`src/rtl/rx_tag_fifo_pkg.sv`:
```
package rx_tag_fifo_pkg;

  // Trigger level for a 2-bit select code, scaled to the buffer depth.
  function automatic int unsigned trig_level(input logic [1:0] sel, input int unsigned depth);
    case (sel)
      2'd0:    return depth / 16;
      2'd1:    return depth / 8;
      2'd2:    return (depth * 7) / 16;
      default: return (depth * 15) / 32;
    endcase
  endfunction

  // Time-out length in bit times: four frames (start, data, stop) plus twelve.
  function automatic int unsigned to_limit(input logic [1:0] wlen);
    int unsigned frame_bits;
    frame_bits = 32'd7 + 32'(wlen);
    return 4 * frame_bits + 12;
  endfunction

endpackage

```
`src/rtl/rtf_store.sv`:
```
module rtf_store #(
  parameter int DEPTH = 128,
  parameter int W     = 11,
  localparam int AW    = $clog2(DEPTH),
  localparam int CNT_W = AW + 1
) (
  input  logic             clk,
  input  logic             rst_n,
  input  logic             clr,
  input  logic             wr_ok,
  input  logic             rd_ok,
  input  logic [W-1:0]     din,
  output logic [W-1:0]     head,
  output logic [CNT_W-1:0] count
);
  logic [W-1:0]  mem [DEPTH];
  logic [AW-1:0] wr_ptr, rd_ptr;

  function automatic logic [AW-1:0] bump(input logic [AW-1:0] p);
    return (p == AW'(DEPTH - 1)) ? '0 : p + 1'b1;
  endfunction

  always_ff @(posedge clk) begin
    if (wr_ok) mem[wr_ptr] <= din;
  end

  always_ff @(posedge clk) begin
    if (!rst_n || clr) begin
      wr_ptr <= '0;
      rd_ptr <= '0;
      count  <= '0;
    end else begin
      if (wr_ok) wr_ptr <= bump(wr_ptr);
      if (rd_ok) rd_ptr <= bump(rd_ptr);
      case ({wr_ok, rd_ok})
        2'b10:   count <= count + 1'b1;
        2'b01:   count <= count - 1'b1;
        default: count <= count;
      endcase
    end
  end

  assign head = (count == '0) ? '0 : mem[rd_ptr];
endmodule

```
`src/rtl/rtf_timeout.sv`:
```
module rtf_timeout #(
  parameter int TO_W = 6
) (
  input  logic            clk,
  input  logic            rst_n,
  input  logic            clr,
  input  logic            restart,
  input  logic            idle,
  input  logic            tick,
  input  logic [TO_W-1:0] limit,
  output logic            expired
);
  logic [TO_W-1:0] cnt;

  always_ff @(posedge clk) begin
    if (!rst_n || clr || restart || idle) cnt <= '0;
    else if (tick && cnt < limit)         cnt <= cnt + 1'b1;
  end

  assign expired = (cnt >= limit);
endmodule

```
`src/rtl/rtf_irq.sv`:
```
module rtf_irq #(
  parameter int DEPTH = 128,
  localparam int CNT_W = $clog2(DEPTH) + 1
) (
  input  logic [CNT_W-1:0] count,
  input  logic             fifo_en,
  input  logic             lvl_mode,
  input  logic [1:0]       trig_sel,
  input  logic             irq_en,
  input  logic             to_expired,
  output logic             level_hit,
  output logic             irq
);
  import rx_tag_fifo_pkg::*;

  logic have_data, ready_src;

  assign have_data = (count != '0);
  assign level_hit = (count >= CNT_W'(trig_level(trig_sel, DEPTH)));
  assign ready_src = have_data && (!fifo_en || !lvl_mode || level_hit);
  assign irq       = irq_en && (ready_src || to_expired);
endmodule

```
`src/rtl/rx_tag_fifo.sv`:
```
module rx_tag_fifo #(
  parameter int DEPTH  = 128,
  parameter int DATA_W = 8,
  parameter int TAG_W  = 3
) (
  input  logic              clk,
  input  logic              rst_n,
  input  logic              fifo_clr,
  input  logic              fifo_en,
  input  logic              lvl_mode,
  input  logic [1:0]        trig_sel,
  input  logic [1:0]        wlen_code,
  input  logic              irq_en,
  input  logic              bit_tick,
  input  logic              wr_stb,
  input  logic [DATA_W-1:0] wr_data,
  input  logic [TAG_W-1:0]  wr_tags,
  input  logic              rd_stb,
  output logic [DATA_W-1:0] head_data,
  output logic [TAG_W-1:0]  head_tags,
  output logic              data_ready,
  output logic              overrun,
  output logic              irq
);
  import rx_tag_fifo_pkg::*;

  localparam int AW    = $clog2(DEPTH);
  localparam int CNT_W = AW + 1;
  localparam int ENT_W = DATA_W + TAG_W;
  localparam int TO_W  = $clog2(to_limit(2'd3) + 1);

  logic [CNT_W-1:0] count;
  logic [ENT_W-1:0] head;
  logic [TO_W-1:0]  to_lim;
  logic             empty, full, wr_ok, rd_ok, drop_evt, to_expired, level_hit, ovr_q;

  // Named internal events, also seen by the bound checker.
  assign empty    = (count == '0);
  assign full     = (count >= (fifo_en ? CNT_W'(DEPTH) : CNT_W'(1)));
  assign rd_ok    = rd_stb && !empty && !fifo_clr;
  assign wr_ok    = wr_stb && !fifo_clr && (!full || rd_ok);
  assign drop_evt = wr_stb && !fifo_clr && !wr_ok;
  assign to_lim   = TO_W'(to_limit(wlen_code));

  rtf_store #(.DEPTH(DEPTH), .W(ENT_W)) u_store (
    .clk   (clk),
    .rst_n (rst_n),
    .clr   (fifo_clr),
    .wr_ok (wr_ok),
    .rd_ok (rd_ok),
    .din   ({wr_tags, wr_data}),
    .head  (head),
    .count (count)
  );

  rtf_timeout #(.TO_W(TO_W)) u_tmo (
    .clk     (clk),
    .rst_n   (rst_n),
    .clr     (fifo_clr),
    .restart (wr_stb || rd_ok),
    .idle    (empty),
    .tick    (bit_tick),
    .limit   (to_lim),
    .expired (to_expired)
  );

  rtf_irq #(.DEPTH(DEPTH)) u_irq (
    .count      (count),
    .fifo_en    (fifo_en),
    .lvl_mode   (lvl_mode),
    .trig_sel   (trig_sel),
    .irq_en     (irq_en),
    .to_expired (to_expired),
    .level_hit  (level_hit),
    .irq        (irq)
  );

  always_ff @(posedge clk) begin
    if (!rst_n || fifo_clr) ovr_q <= 1'b0;
    else if (drop_evt)      ovr_q <= 1'b1;
  end

  assign head_data  = head[DATA_W-1:0];
  assign head_tags  = head[ENT_W-1:DATA_W];
  assign data_ready = !empty;
  assign overrun    = ovr_q;
endmodule

```
`config.mk`:
```
export PLATFORM = sky130hd
export DESIGN_NAME = rx_tag_fifo
export DESIGN_NICKNAME = d
export VERILOG_FILES = /design/src/rtl/rx_tag_fifo_pkg.sv /design/src/rtl/rtf_store.sv /design/src/rtl/rtf_timeout.sv /design/src/rtl/rtf_irq.sv /design/src/rtl/rx_tag_fifo.sv
export SDC_FILE = /design/constraint.sdc
export NUM_CORES = 1
export LEC_CHECK = 0
export BUFFER_PORTS_ARGS = -buffer_cell sky130_fd_sc_hd__buf_2
export CAP_MARGIN = 5
export CORE_MARGIN = 5
export CORE_UTILIZATION = 35
export DETAILED_ROUTE_END_ITERATION = 12
export PLACE_DENSITY = 0.48
export SLEW_MARGIN = 20
export SYNTH_ARGS = -nofsm -noshare
export SYNTH_HDL_FRONTEND = slang
export SYNTH_HIERARCHICAL = 1
export SYNTH_SLANG_ARGS = --single-unit
```
`constraint.sdc`:
```
create_clock -name clk -period 5 [get_ports clk]
set_input_delay 0.25 -clock clk [delete_from_list [all_inputs] [get_ports clk]]
set_output_delay 0.25 -clock clk [all_outputs]
set_load 0.1 [all_outputs]
```
==> out/metrics.yaml <==
synth_area_um2: 56700
p_total_mw: 24.7
hold_class: "in -> reg"
fin_hold_ws_ns: 0.0429
fin_crit_sh: 0.980
yosysWarnings: 6
grt_pass1_vias: 29852
via_count: 29074
wl_per_cell_um: 28.4
cp_slowest_stage_delay_ns: 0.73
postRouteAntennaNets: 0
power_switching_mw: 4.99
final_max_slew_viol_count: 0
drt_iter0_drc: 2843
vias_per_cell: 5.38
cts_buffers: 152
clock_latency_ns: 0.79
cp_num_buf_inv: 3
synth_enable_flop_cells: 1408
power_leakage_nw: 20.2
ff2ff_path_depth: 13
routed_wl_um: 153000
grt_max_degree: 108
io_pins: 38
ff_latch_area_um2: 43000
fill_cells: 14241
p_sw_frac: 0.202
ys_seq_area_frac: 0.758
die_w_um: 413
gr-usage-all-layers: 0.180
rr_startpoint: "u_store/count[0]$_SDFFE_PP0P_"
max_slew_margin: 0.284
async_flop_share: 0
die_h_um: 413
vdd_ir_drop_max_mv: 0.334
p_int_mw: 19.8
cp_slowest_cell: "dfxtp_4"
crit_family: "compound AO/OA/AOI/OAI gates"
ys_seq_elements: 1444
rrSetupSlack_ns: 0.40
drc: 0
finalHoldViolations: 0
cp-start-kind: "register"
cp_common_cell: "buf_12"
antenna_found_initial: 3
p_per_area_nw_per_um2: 376
root_buffer: "clkbuf_16"
cts_buffer_depth: 3
path_class: "reg -> out"
cts_tree: "yes"
gr-total-overflow: 0
core_um2: 161000
fmax_mhz: 204
dp_hpwl_um: 95300
syn_area_per_cell_um2: 19.9
num-nets-final: 3163
clockPowerShare: 0.448
synthDistinctLibCells: 78
place_congestion: 0.822
synth-main-ff-cell: "edfxtp_1"
syn_to_final_growth_pct: 16.0
multiInputGateArea_um2: 12900
cts.sinks: 1444
htree_levels: 4
rows: 147
r2r-end: "u_store/count[7]$_SDFFE_PP0P_"
worst_slew_pin_slew_ns: 1.07
pwr-share-comb: 0.015
setup_viol: 0
cap_violations: 0
dieArea_um2: 170000
firstDrtPassIters: 5
path_cells: "buf_12 -> buf_12 -> mux2i_1 -> a22oi_1 -> nand2_1 -> o21ai_0 -> o21ai_1 -> o211ai_1 -> buf_2"
start_util: 0.353
path_max_fanout: 67
crit_required_ns: 4.75
end_kind: "output port"
grt_pass1_wl_um: 221000
p_seq_frac: 0.537
netlist_instances: 2856
hold_end: "u_store/mem[71][10]$_DFFE_PP_"
clk_pin_slew_ns: 0.06
hp-start: "wr_tags[2]"
layout-drive-gt1-share: 0.255
setup_tns_ns: 0
status: "completed"
rsz0062_at_grt: "false"
layout_min_cycle_time_ns: 4.90
post_cts_buffers: 0
cp.arrival_ns: 4.65
portBuffers: 37
clock_skew_ns: 0.0285
whs_path_depth: 1
==> cells in the final DEF (no fill, tap or decap), types with 13 or more instances in the layout <==
| cell type | netlist | layout |
|---|---|---|
| edfxtp_1 | 1408 | 1408 |
| mux4_2 | 308 | 308 |
| buf_4 | 19 | 222 |
| clkbuf_16 | 0 | 154 |
| nor2_1 | 150 | 144 |
| nand3_1 | 115 | 115 |
| mux2i_1 | 111 | 111 |
| nand2_1 | 70 | 70 |
| a22oi_1 | 69 | 69 |
| and3_1 | 47 | 47 |
| a31oi_1 | 45 | 45 |
| nand4_1 | 42 | 42 |
| clkinv_1 | 0 | 33 |
| dfxtp_1 | 36 | 32 |
| clkbuf_1 | 72 | 31 |
| o21ai_0 | 31 | 31 |
| clkinv_2 | 0 | 27 |
| buf_2 | 55 | 26 |
| inv_1 | 21 | 21 |
| ha_1 | 21 | 21 |
| nor3_1 | 21 | 15 |
| o22ai_1 | 15 | 15 |
| nand2b_1 | 14 | 14 |
| a21oi_1 | 14 | 14 |
| bufinv_16 | 0 | 13 |
| buf_12 | 1 | 13 |
==> how the worst max path moves through the flow <==
stage / from / end / slack (ns) / cells after the start
3_3_place_gp: u_store/count[0]$_SDFFE_PP0P_ / u_store/count[4]$_SDFFE_PP0P_ / 0.41 / 15
4_1_cts: register / head_data[5] / 0.01 / 8
6_report: register / head_data[5] / 0.10 / 9
2_1_floorplan: u_store/count[0]$_SDFFE_PP0P_ / u_store/count[4]$_SDFFE_PP0P_ / 1.34 / 16
5_1_grt: register / head_data[5] / 0.01 / 8
3_5_place_dp: u_store/count[0]$_SDFFE_PP0P_ / u_store/count[7]$_SDFFE_PP0P_ / 0.55 / 13
==> cell families after synthesis <==
logic type,after synthesis,synth area share
simple gates,521,0.0459
buf+inv,187,0.0163
mux,423,0.143
other cells,1,0.0000661
fa+ha+maj,21,0.00463
flops,1444,0.758
xor+xnor,18,0.00278
compound gates,241,0.0294
==> Yosys cell counts (42+ instances only) <==
cell type / number / area share
mux2i_1: 111 / 0.020
nand2_1: 70 / 0.0046
and3_1: 47 / 0.0052
a31oi_1: 45 / 0.0050
edfxtp_1: 1408 / 0.75
buf_2: 55 / 0.0049
a22oi_1: 69 / 0.0091
nand4_1: 42 / 0.0046
clkbuf_1: 72 / 0.0048
nand3_1: 115 / 0.010
mux4_2: 308 / 0.12
nor2_1: 150 / 0.0099
==> through the flow <==
step,setup WS [ns],util,cells,cell area (µm²)
after floorplan,1.34,-,2857,56700
after global routing,0.0126,0.409,5402,65800
after detailed placement,0.546,0.378,5114,60700
final,0.100,0.409,5406,65800
after CTS,0.0108,0.409,5400,65700
after global placement,0.407,0.378,5114,60700
==> flip-flops by register name, indices dropped and copies added (netlist names), named ones only <==
signal	flops
overrun	1
u_store/count	8
u_store/mem	1408
u_store/rd_ptr	7
u_store/wr_ptr	7
u_tmo/cnt	6
==> power groups by stage <==
stage | registers, mW | clock network, mW | logic, mW
after global placement | 13.5 | 0 | 0.368
after CTS | 13.3 | 11.4 | 0.389
final | 13.3 | 11.1 | 0.379
after detailed placement | 13.5 | 0 | 0.385
after global routing | 13.3 | 11.9 | 0.412
after floorplan | 13.5 | 0 | 0.102
==> cell type report <==
| type | instances | area share |
|---|---|---|
| multi-input combinational | 1226 | 0.196 |
| inverter | 21 | 0.00120 |
| tap | 2160 | 0.0411 |
| sequential | 1444 | 0.654 |
| clock inverter | 90 | 0.0135 |
| timing repair buffer | 273 | 0.0332 |
| antenna | 4 | 0.000152 |
| clock buffer | 188 | 0.0610 |
==> routing by layer <==
layer | track usage | wire length (µm) | vias to the layer above
li1 | - | - | 12356
met4 | 0.0503 | 3870 | 2
met2 | 0.291 | 73900 | 903
met5 | 0 | 10 | -
met1 | 0.253 | 67400 | 15607
met3 | 0.0293 | 8020 | 206
==> what timing repair did <==
item | CTS | global route
setup endpoints to repair | 1 | 6
hold endpoints to repair | 32 | 7
gates resized for setup | 1 | 3
hold buffers | 8 | 1
(Power assumes the default switching activity.)
